### config.mk
export PLATFORM = sky130hd
export DESIGN_NAME = tw_ctrl_slave
export DESIGN_NICKNAME = d
export VERILOG_FILES = /design/src/rtl/tw_pkg.sv /design/src/rtl/tw_sync.sv /design/src/rtl/tw_regfile.sv /design/src/rtl/tw_ctrl_slave.sv
export SDC_FILE = /design/constraint.sdc
export NUM_CORES = 1
export LEC_CHECK = 0
export ABC_AREA = 1
export BUFFER_PORTS_ARGS = -buffer_cell sky130_fd_sc_hd__buf_2
export CORE_ASPECT_RATIO = 0.75
export CORE_UTILIZATION = 34
export DETAILED_ROUTE_END_ITERATION = 12
export PLACE_DENSITY = 0.53
export SYNTH_ARGS = -nofsm -noshare
export SYNTH_HDL_FRONTEND = slang
export SYNTH_SLANG_ARGS = --single-unit
export TNS_END_PERCENT = 30
### constraint.sdc
create_clock -name clk -period 3.55 [get_ports clk]
set_input_delay 0.355 -clock clk [delete_from_list [all_inputs] [get_ports clk]]
set_output_delay 0.355 -clock clk [all_outputs]
set_load 0.005 [all_outputs]
### src/rtl/tw_pkg.sv
package tw_pkg;
  localparam int REG_W  = 16;
  localparam int RADDR_W = 7;

  typedef enum logic [1:0] {DS_IDLE, DS_REG, DS_HI, DS_LO} dstate_t;

  function automatic logic [REG_W-1:0] reg_default(input int idx);
    return 16'h1000 + 16'(idx) * 16'h0101;
  endfunction
endpackage

### src/rtl/tw_sync.sv
module tw_sync #(
  parameter int STAGES = 2
) (
  input  logic clk,
  input  logic rst,
  input  logic d,
  output logic q
);
  logic [STAGES-1:0] sr;

  always_ff @(posedge clk) begin
    if (rst) sr <= '0;
    else     sr <= {sr[STAGES-2:0], d};
  end

  assign q = sr[STAGES-1];
endmodule

### src/rtl/tw_regfile.sv
module tw_regfile
  import tw_pkg::*;
#(
  parameter int NUM_REGS = 8
) (
  input  logic                      clk,
  input  logic                      rst,
  input  logic                      we,
  input  logic [RADDR_W-1:0]        waddr,
  input  logic [REG_W-1:0]          wdata,
  input  logic                      soft_rst,
  input  logic [RADDR_W-1:0]        raddr,
  output logic [REG_W-1:0]          rdata,
  output logic                      rvalid,
  output logic [NUM_REGS*REG_W-1:0] regs_flat
);
  logic [REG_W-1:0] r [NUM_REGS];

  for (genvar g = 0; g < NUM_REGS; g++) begin : g_reg
    always_ff @(posedge clk) begin
      if (rst || soft_rst)                    r[g] <= reg_default(g);
      else if (we && waddr == RADDR_W'(g))    r[g] <= wdata;
    end
    assign regs_flat[g*REG_W +: REG_W] = r[g];
  end

  always_comb begin
    rvalid = 32'(raddr) < NUM_REGS;
    rdata  = '0;
    for (int i = 0; i < NUM_REGS; i++)
      if (raddr == RADDR_W'(i)) rdata = r[i];
  end


  soft_restore_chk: assert property (@(posedge clk) disable iff (rst)
    soft_rst |=> (regs_flat[REG_W-1:0] == reg_default(0)));


  unimpl_write_chk: assert property (@(posedge clk) disable iff (rst)
    (we && 32'(waddr) >= NUM_REGS) |=> $stable(regs_flat));
endmodule

### src/rtl/tw_ctrl_slave.sv
module tw_ctrl_slave
  import tw_pkg::*;
#(
  parameter logic [5:0] DEV_ADDR    = 6'h14,
  parameter int         NUM_REGS    = 8,
  parameter int         SYNC_STAGES = 2
) (
  input  logic                      clk,
  input  logic                      rst,
  input  logic                      bus_clk,
  input  logic                      bus_mode,
  input  logic                      bus_din,
  output logic                      bus_dout,
  output logic                      bus_doe,
  output logic [NUM_REGS*REG_W-1:0] cfg_regs
);
  localparam int FRAME_W = REG_W + 1;
  localparam int OCW     = $clog2(FRAME_W + 1);
  localparam logic [RADDR_W-1:0] SRST_ADDR = '1;

  logic clk_s, mode_s, din_s, clk_q, mode_q;
  logic clk_rise, mode_edge;

  tw_sync #(.STAGES(SYNC_STAGES)) u_sclk  (.clk(clk), .rst(rst), .d(bus_clk),  .q(clk_s));
  tw_sync #(.STAGES(SYNC_STAGES)) u_smode (.clk(clk), .rst(rst), .d(bus_mode), .q(mode_s));
  tw_sync #(.STAGES(SYNC_STAGES)) u_sdin  (.clk(clk), .rst(rst), .d(bus_din),  .q(din_s));

  always_ff @(posedge clk) begin
    if (rst) begin clk_q <= 1'b0; mode_q <= 1'b0; end
    else     begin clk_q <= clk_s; mode_q <= mode_s; end
  end
  assign clk_rise  = clk_s & ~clk_q;
  assign mode_edge = mode_s ^ mode_q;

  logic                 woken;
  logic [2:0]           bit_cnt;
  logic [7:0]           shreg, nbyte;
  dstate_t              dstate;
  logic [RADDR_W-1:0]   waddr, raddr;
  logic [7:0]           hi_byte;
  logic [REG_W-1:0]     wdata;
  logic                 we, srst, rd_pend, rd_active;
  logic [FRAME_W-1:0]   out_sh;
  logic [OCW-1:0]       out_cnt;
  logic [REG_W-1:0]     rf_rdata;
  logic                 rf_rvalid;

  assign nbyte = {shreg[6:0], din_s};

  tw_regfile #(.NUM_REGS(NUM_REGS)) u_rf (
    .clk(clk), .rst(rst), .we(we), .waddr(waddr), .wdata(wdata),
    .soft_rst(srst), .raddr(raddr), .rdata(rf_rdata), .rvalid(rf_rvalid),
    .regs_flat(cfg_regs)
  );

  always_ff @(posedge clk) begin
    if (rst) begin
      woken <= 1'b0; bit_cnt <= '0; shreg <= '0; dstate <= DS_IDLE;
      waddr <= '0; raddr <= '0; hi_byte <= '0; wdata <= '0;
      we <= 1'b0; srst <= 1'b0; rd_pend <= 1'b0; rd_active <= 1'b0;
      out_sh <= '0; out_cnt <= '0; bus_doe <= 1'b0;
    end else begin
      we   <= 1'b0;
      srst <= 1'b0;
      if (mode_edge) begin
        bit_cnt <= '0;
        if (!mode_s) rd_active <= 1'b0;
      end else if (clk_rise) begin
        if (!woken) begin
          woken <= 1'b1;
        end else begin
          shreg   <= nbyte;
          bit_cnt <= bit_cnt + 3'd1;
          if (rd_active && mode_s) begin
            out_sh  <= {out_sh[FRAME_W-2:0], 1'b0};
            out_cnt <= out_cnt + OCW'(1);
            if (out_cnt == OCW'(FRAME_W - 1)) rd_active <= 1'b0;
          end
          if (bit_cnt == 3'd7) begin
            if (!mode_s) begin
              dstate <= DS_IDLE;
              if (nbyte[7:2] == DEV_ADDR) begin
                if (nbyte[1:0] == 2'b00) dstate <= DS_REG;
                else if (nbyte[1:0] == 2'b11 && rd_pend) begin
                  rd_active <= 1'b1;
                  rd_pend   <= 1'b0;
                  out_sh    <= {rf_rvalid, rf_rvalid ? rf_rdata : '0};
                  out_cnt   <= '0;
                end
              end
            end else begin
              case (dstate)
                DS_REG: begin
                  if (nbyte[7]) begin
                    raddr   <= nbyte[6:0];
                    rd_pend <= 1'b1;
                    dstate  <= DS_IDLE;
                  end else begin
                    waddr  <= nbyte[6:0];
                    dstate <= DS_HI;
                  end
                end
                DS_HI: begin
                  hi_byte <= nbyte;
                  dstate  <= DS_LO;
                end
                DS_LO: begin
                  wdata  <= {hi_byte, nbyte};
                  if (waddr == SRST_ADDR) srst <= 1'b1;
                  else                    we   <= 1'b1;
                  dstate <= DS_IDLE;
                end
                default: dstate <= DS_IDLE;
              endcase
            end
          end
        end
      end
      bus_doe <= rd_active & mode_s & ~mode_edge;
    end
  end

  assign bus_dout = bus_doe & out_sh[FRAME_W-1];


  wake_nobit_chk: assert property (@(posedge clk) disable iff (rst)
    !woken |-> (bit_cnt == 3'd0));


  mode_abort_chk: assert property (@(posedge clk) disable iff (rst)
    mode_edge |=> (bit_cnt == 3'd0));


  frame_len_chk: assert property (@(posedge clk) disable iff (rst)
    rd_active |-> (out_cnt < OCW'(FRAME_W)));


  quiet_addr_chk: assert property (@(posedge clk) disable iff (rst)
    (!mode_s && !$past(mode_s)) |-> !bus_doe);


  quiet_sleep_chk: assert property (@(posedge clk) disable iff (rst)
    !woken |-> !bus_doe);
endmodule

# ---- Word level (Yosys, flattened, before mapping)
# Memories as Yosys holds them, arrays and structs flattened.
# Cells that the tools add are included.
dict set report totals {
  regBits 86
  ramBits 128
  inputBits 5
  out_inout_bits 130
  wordCells 180
  n_memories 1
}
# memory words word_bits read_ports rd_ports_with_merged_regs wr line
set mem_list {}
lappend mem_list {u_rf.r 8 16 8 0 8 tw_regfile.sv:17} ;# logic [REG_W-1:0] r [NUM_REGS];
dict set report op_classes {
  add_sub_neg 2
  order_cmp 1
  eq_ne 26
  mux 79
  bitwise 21
  reduce_logical 30
}
# operator n
set op_table {}
lappend op_table {{$mux 16} 17}
lappend op_table {{$mux 17} 6}
lappend op_table {{$eq 7x3->1 const B} 8}
lappend op_table {{$mux 1} 47}
lappend op_table {{$mux 5} 6}
lappend op_table {{$eq 7x2->1 const B} 4}
lappend op_table {{$eq 7x1->1 const B} 2}
lappend op_table {{$logic_not 7->1} 2}
lappend op_table {{$reduce_and 7->1} 2}
lappend op_table {{$reduce_and 6->1} 2}
lappend op_table {{$logic_and 1x1->1} 10}
lappend op_table {{$reduce_and 9->1} 1}
lappend op_table {{$not 1->1} 8}
lappend op_table {{$or 1x1->1} 8}
lappend op_table {{$reduce_bool 2->1} 4}
lappend op_table {{$eq 7x7->1 const B} 1}
lappend op_table {{$lt 7x4->1 const B} 1}
lappend op_table {{$reduce_or 7->1} 1}
lappend op_table {{$eq 2x2->1 const B} 3}
lappend op_table {{$eq 6x5->1 const B} 1}
lappend op_table {{$ne 2x2->1 const B} 3}
lappend op_table {{$reduce_and 3->1} 2}
lappend op_table {{$add 5x1->5 const B} 1}
lappend op_table {{$eq 5x5->1 const B} 1}
lappend op_table {{13 further kinds} 18}

# ---- Logic depth before layout (Yosys ltp)
# Gate-level depths: netlist of run 1.
dict set report logic_depth {
  word_depth 15
  mapped_depth 14
  depth_no_buf 13
}

# ---- By module
# Synthesis of run 1 repeated with hierarchy kept, for this count alone.
dict set report hier_totals {
  cells_unflattened 1154
  area_unflattened_um2 9839.4
}
# module instances cells_each area_per_inst_um2
set by_module_without_submodules {}
lappend by_module_without_submodules {tw_regfile 1 605 5865.6}
lappend by_module_without_submodules {tw_ctrl_slave 1 531 3808.7}
lappend by_module_without_submodules {tw_sync 3 6 55.1}

# ---- Worst setup path before layout of run 1
# Ideal clock, no wire load.
dict set report synth_path {
  path_kind {register to register}
  start {register bit_cnt[0]}
  end {register out_sh[16]}
  setup_time_ns 0.070
  t_arrival_ns 1.614
  path_slack_ns 1.866
  path_stages_with_launch 11
  cell_sequence {dfxtp_1 > ha_1 > ha_1 > inv_1 > nor2_1 > inv_1 > nor2_1 > inv_2 > o21ai_0 > nand2_1 > a21oi_1}
}
dict set report synth_between {
  elab_chain_cells 2
}
# element line
set synth_lines {}
lappend synth_lines {{start, declared} tw_ctrl_slave.sv:36} ;# logic [2:0] bit_cnt;
lappend synth_lines {{start signal, assigned} tw_ctrl_slave.sv:73} ;# bit_cnt <= bit_cnt + 3'd1;
lappend synth_lines {{$eq 3x3->1} tw_ctrl_slave.sv:79} ;# if (bit_cnt == 3'd7) begin
lappend synth_lines {{$mux 17} tw_ctrl_slave.sv:79}
lappend synth_lines {{end signal, assigned} tw_ctrl_slave.sv:75} ;# out_sh <= {out_sh[FRAME_W-2:0], 1'b0};
lappend synth_lines {{end signal, assigned} tw_ctrl_slave.sv:87} ;# out_sh <= {rf_rvalid, rf_rvalid ? rf_rdata : '0};
lappend synth_lines {{end, declared} tw_ctrl_slave.sv:43} ;# logic [FRAME_W-1:0] out_sh;
# No other way between the ends.
# A chain may end at the register's enable or synchronous reset.

# ---- Worst setup path in the final report of run 1
dict set report layout_path {
  start {register raddr[0]}
  end {register out_sh[11]}
}
dict set report layout_between {
  elab_chain_cells 15
  word_cells_on_any_way 23
}
# element line
set layout_lines {}
lappend layout_lines {{start, declared} tw_ctrl_slave.sv:39} ;# logic [RADDR_W-1:0] waddr, raddr;
lappend layout_lines {{start signal, assigned} tw_ctrl_slave.sv:95} ;# raddr <= nbyte[6:0];
lappend layout_lines {{$logic_not 7->1} tw_regfile.sv:31} ;# if (raddr == RADDR_W'(i)) rdata = r[i];
lappend layout_lines {{$mux 16 (8 in series)} tw_regfile.sv:31}
lappend layout_lines {{$mux 16 *} tw_ctrl_slave.sv:87}
lappend layout_lines {{$mux 17 *} tw_ctrl_slave.sv:84} ;# else if (nbyte[1:0] == 2'b11 && rd_pend) begin
lappend layout_lines {{$mux 17 *} tw_ctrl_slave.sv:83} ;# if (nbyte[1:0] == 2'b00) dstate <= DS_REG;
lappend layout_lines {{$mux 17 *} tw_ctrl_slave.sv:82} ;# if (nbyte[7:2] == DEV_ADDR) begin
lappend layout_lines {{$mux 17 *} tw_ctrl_slave.sv:80} ;# if (!mode_s) begin
lappend layout_lines {{$mux 17 *} tw_ctrl_slave.sv:79}
# Every way passes the cells marked *; elsewhere a longest branch is shown, timed or not.

==> results.toml, run 1 <==
[run_status]
status = "completed"

[synth]
syn_area_um2 = 9490
synthArstFlopShare_pct = 0
synth_top_area_cell = "edfxtp_1"
ys_seq_area_share_pct = 58.6
synth_cells = 1087
syn_nets = 1099
syn_avg_cell_area_um2 = 8.73
synth_common_cells = "nand2_1, nor2_1, edfxtp_1"
ys_ff_latch = 214
synth_warnings = 0
synth_cell_types = 34
synthFlopType = "edfxtp_1"
yosysMostFrequentCell = "nand2_1"
synth_top_area_share_pct = 40.5
synth_edf_count = 128
synth_area_leaders = "edfxtp_1, dfxtp_1, nand2_1, nor2_1, nand3_1"

[grt]
use_met2_pct = 29.6
grt_pass1_vias = 7213
overflow = 0
grt_busiest_layer = "met1"
use_met1_pct = 32.2
use_met3_pct = 3.17
grtUsageTotal_pct = 20.5
grt_pass1_wl_mm = 44.5
grt_start_max_net_pins = 36
antenna_found_initial = 0

[detailed_routing]
wirelength_mm = 29.9
drt_pass1_iterations = 5
antenna_left = 0
avgRoutedWirePerCell_um = 18.9
dr_total_vias = 8042
viasPerCell = 5.09
route.detailed.drc = 0
first_iter_violations = 834

[sta]
relSlewSlack_pct = 40.0
post-route-min-period_ns = 2.66
max_freq_mhz = 375
whs_ns = 0.0372
fin_ws_ns = 0.885
drv_slew = 0
hold_viol = 0
setup_viol = 0
worst_pin_slew_ns = 0.898
fin_crit_sh_pct = 75.1
setup_tns_ns = 0
skew_ns = 0.0177
rsz0062_at_grt = "no"

[floorplan]
fp.dieH_um = 147
die-area_um2 = 28600
core_um2 = 27200
start_util_pct = 34.9
rows = 52
die_w_um = 195
ios = 135

[layout]
diodes = 0
fill_cells = 2738
final_cells = 1581
drive_above_1_share_pct = 18.0
area_delta_synth_final_pct = 18.7
fin_nets = 1224
finish.utilization_pct = 41.4

[power]
power_density_nw_per_um2 = 478
peakVddDrop_uv = 297
leakagePower_nw = 4.22

[placed_design]
portBuffers = 134
hpwl_mm = 22.2
dp.cells = 1537
pre_cts_ws_ns = 0.934
place.gp.congestion = 0.834

[worst_setup_path]
reg2reg_from = "raddr[0]$_SDFFE_PP0P_"
cp.required_ns = 4.00
regToRegEndpoint = "out_sh[11]$_SDFFE_PP0P_"
critPathLaunchType = "flop"
arrival_ns = 3.11
end_kind = "flop"
crit_path_max_fanout = 16
worstRegToRegCells = 10
path_class = "reg2reg"
r2r_slack_ns = 0.89

[hold_path]
hp-class = "in2reg"
hp-start = "bus_clk"
whs_path_depth = 3
holdPathEnd = "u_sclk.sr[0]$_SDFF_PP0_"

[clock_network]
htree_levels = 1
cts-resized-gates = 0
cts.sink_count = 214
cts_setup_buffers = 0
cts_hold_buf = 0
cts_tree = "done"
clkTransAtPathRegs_ns = 0.06
cts-buffers-inserted = 24
cts.root.buffer_cell = "clkbuf_16"
clk-insertion-delay-late_ns = 0.53
clk_path_buf_depth = 3

[job]
drv_cap = 0
[final cells by class]
class / instances / area (um2) / area share (%)
Tap cell: 351 / 439 / 3.90
Multi-Input combinational cell: 714 / 3290 / 29.2
Timing Repair Buffer: 144 / 746 / 6.62
Sequential cell: 214 / 5570 / 49.4
Inverter: 114 / 428 / 3.80
Clock inverter: 11 / 62.6 / 0.555
Clock buffer: 33 / 738 / 6.55
[registers in the layout (all words and copies together) (netlist names), 3 cells and up]
signal,count
out_sh,17
u_rf.r,128
wdata,16
hi_byte,8
bit_cnt,3
shreg,7
out_cnt,5
raddr,7
waddr,7
[where the power goes]
part,switching (W),leakage [nW],internal (W)
combinational,0.000111,1.98,0.0000537
clock,0.00104,0.398,0.00146
sequential,0.0000415,1.85,0.00268
[per-layer routing]
metal	wire length, um	up-vias
li1	-	3859
met1	14500	3848
met2	12700	304
met3	2370	31
met4	428	0
met5	0	-
[worst max-delay path, stage by stage (launching register included)]
cell and delay, ns:
dfxtp_1 0.74, nand2_1 0.25, nor2_2 0.69, nand3_1 0.15
nand3_1 0.11, o21ai_0 0.21, nand3_1 0.16, nand2_1 0.07
nand2_1 0.06, nand2_1 0.05, a21oi_1 0.10
[worst max-delay path by stage]
stage	startpoint	cells after the start	to
after floorplan	bit_cnt[0]$_SDFFE_PP0P_	10	out_sh[16]$_SDFFE_PP0P_
after global placement	raddr[0]$_SDFFE_PP0P_	10	out_sh[11]$_SDFFE_PP0P_
after detailed placement	raddr[0]$_SDFFE_PP0P_	10	out_sh[11]$_SDFFE_PP0P_
after CTS	raddr[0]$_SDFFE_PP0P_	10	out_sh[11]$_SDFFE_PP0P_
after global routing	raddr[0]$_SDFFE_PP0P_	12	out_sh[3]$_SDFFE_PP0P_
final	raddr[0]$_SDFFE_PP0P_	10	out_sh[11]$_SDFFE_PP0P_
[cell families (layout without fill, tap and decap cells)]
kind of cell | Yosys count | after routing | share of synthesized area, %
buffers and inverters | 159 | 302 | 6.78
flip-flops | 214 | 214 | 58.6
AO/OA/AOI/OAI | 173 | 173 | 9.56
AND/OR/NAND/NOR | 533 | 533 | 24.0
adder cells (fa/ha/maj) | 7 | 7 | 0.923
XOR/XNOR | 1 | 1 | 0.0923
[per-stage QoR]
| step | power [W] | cell area, um2 |
|---|---|---|
| after floorplan | 0.00284 | 9490 |
| after global placement | 0.00294 | 10500 |
| after detailed placement | 0.00294 | 10500 |
| after CTS | 0.00542 | 11300 |
| after global routing | 0.00553 | 11300 |
| final | 0.00539 | 11300 |
[placed cells by master, fill, tap and decap left out, types with 19 or more instances in the layout]
cell / count
clkbuf_16: 27
a21oi_1: 76
clkinv_1: 19
dfxtp_1: 86
nand2_1: 209
buf_2: 134
nor2_1: 193
edfxtp_1: 128
inv_1: 87
nand3_1: 80
o21ai_0: 73
Note: power is estimated with default switching activity, not from simulation.
==> run 2, diff against run 1 <==
PLACE_DENSITY = 0.55   (was 0.53)
clock period = 2.4 ns   (was 3.55 ns; I/O delays follow)
==> results.toml, run 2 (synthesis gave the netlist of run 1 again) <==
[power]
p_int_w = 0.00617
sw_frac_of_total_pct = 21.8
p_total_w = 0.00789
leakagePower_nw = 4.33
p_switching_w = 0.00172
peakVddDrop_uv = 458
combPwrFrac_pct = 3.3
power_density_nw_per_um2 = 691
pwr-share-seq_pct = 51.0
clkPwrFrac_pct = 45.7

[sta]
post-route-min-period_ns = 2.16
relSlewSlack_pct = 49.2
skew_ns = 0.0243
drv_slew = 0
rsz0062_at_grt = "no"
max_freq_mhz = 463
worst_pin_slew_ns = 0.761
setup_viol = 0
fin_crit_sh_pct = 90.0
hold_viol = 0
setup_tns_ns = 0

[placed_design]
place.gp.congestion = 0.873
portBuffers = 134
hpwl_mm = 22.5

[worst_setup_path]
critical_path.startpoint = "raddr[0]$_SDFFE_PP0P_"
critPathLaunchType = "flop"
cp.required_ns = 2.83
end_kind = "flop"
arrival_ns = 2.59
crit_path_max_fanout = 12
reg2reg_from = "raddr[0]$_SDFFE_PP0P_"
path_class = "reg2reg"

[floorplan]
core_um2 = 27200
ios = 135
start_util_pct = 34.9
rows = 52
die_w_um = 195
die-area_um2 = 28600
fp.dieH_um = 147

[layout]
regMostFlops = "u_rf.r"
diodes = 0
reg_top3 = "u_rf.r (128), out_sh (17), wdata (16)"
fill_cells = 2706
area_delta_synth_final_pct = 20.4
final_cell_mix = "nand2_1, nor2_1, buf_2, edfxtp_1, inv_1"
finish.utilization_pct = 42.0
fin_nets = 1247
drive_above_1_share_pct = 19.1
largest_reg_flops = 128
final_common_cell = "nand2_1"

[clock_network]
cts.root.buffer_cell = "clkbuf_16"
cts.sink_count = 214
clkTransAtPathRegs_ns = 0.06
clk-insertion-delay-late_ns = 0.52
cts_tree = "done"
cts-buffers-inserted = 23
clk_path_buf_depth = 3
htree_levels = 1
cts_setup_buffers = 0

[run_status]
status = "completed"

[detailed_routing]
dr_total_vias = 8097
viasPerCell = 5.05
route.detailed.drc = 0
first_iter_violations = 669
drt_pass1_iterations = 5
avgRoutedWirePerCell_um = 19.0
wirelength_mm = 30.5
antenna_left = 0

[job]
drv_cap = 0

[hold_path]
hp-start = "rst"
hp-class = "in2reg"

[grt]
grt_start_max_net_pins = 35
antenna_found_initial = 0
grt_pass1_wl_mm = 46.4
overflow = 0
grt_pass1_vias = 7642
grtUsageTotal_pct = 21.3
[run 2: cell types whose count changed in the layout (fill, tap and decap cells not counted), sizes merged]
cell | before | now
bufinv | 0 | 2
clkbuf | 33 | 32
buf | 144 | 165
dlygate4sd3 | 0 | 3
clkinv | 26 | 24
clkinvlp | 2 | 1
[run 2: stage by stage]
step                      hold WS [ns]  setup WS, ns  instance area, um2  instances
final                            0.316         0.241               11400       1603
after global routing             0.337        0.0218               11400       1603
after CTS                        0.311         0.250               11400       1603
after detailed placement         0.401         0.307               10600       1558
after global placement           0.404         0.373               10600       1558
after floorplan                  0.347         0.716                9490       1087
[run 2: what timing repair did]
item / in CTS / in global routing
hold endpoints to repair: 3 / 0
hold buffers: 3 / 0
resized for setup: 0 / 0
[run 2: cell type report]
class                      instances  area (um2)  area share, %
inverter                         114         428           3.75
multi-input combinational        714        3290           28.8
clock inverter                    10         109          0.953
clock buffer                      32         651           5.69
sequential                       214        5570           48.7
tap                              351         439           3.84
timing repair buffer             168         946           8.28
[run 2: routing by layer]
metal	track usage, %	routed length (um)
met5	0	0
met2	31.1	12900
met1	32.9	14900
met4	4.61	577
met3	3.56	2090
[run 2: final timing paths]
check	slack, ns	cells after the start	endpoint
setup reg to reg	0.24	11	out_sh[12]$_SDFFE_PP0P_
hold reg to reg	0.40	2	u_sdin.sr[1]$_SDFF_PP0_
setup / recovery	0.24	11	out_sh[12]$_SDFFE_PP0P_
hold / removal	0.32	3	woken$_SDFFE_PP0P_
[run 2: critical path: stages (launching register included)]
cell and delay (ns):
dfxtp_1 0.39, buf_4 0.24, nand2_1 0.14, nor2_2 0.27, nand2_1 0.34, nor2_1 0.18, nor2_1 0.08, nand4_1 0.11
nand2_1 0.09, nand2_1 0.06, nand2_1 0.05, a21oi_1 0.11
[run 2: power groups by stage]
stage | clock (W) | combinational [W] | sequential (W)
after floorplan | 0 | 0.000104 | 0.00409
after global placement | 0 | 0.000259 | 0.00411
after detailed placement | 0 | 0.000261 | 0.00410
after CTS | 0.00366 | 0.000266 | 0.00403
after global routing | 0.00379 | 0.000289 | 0.00403
final | 0.00361 | 0.000262 | 0.00403
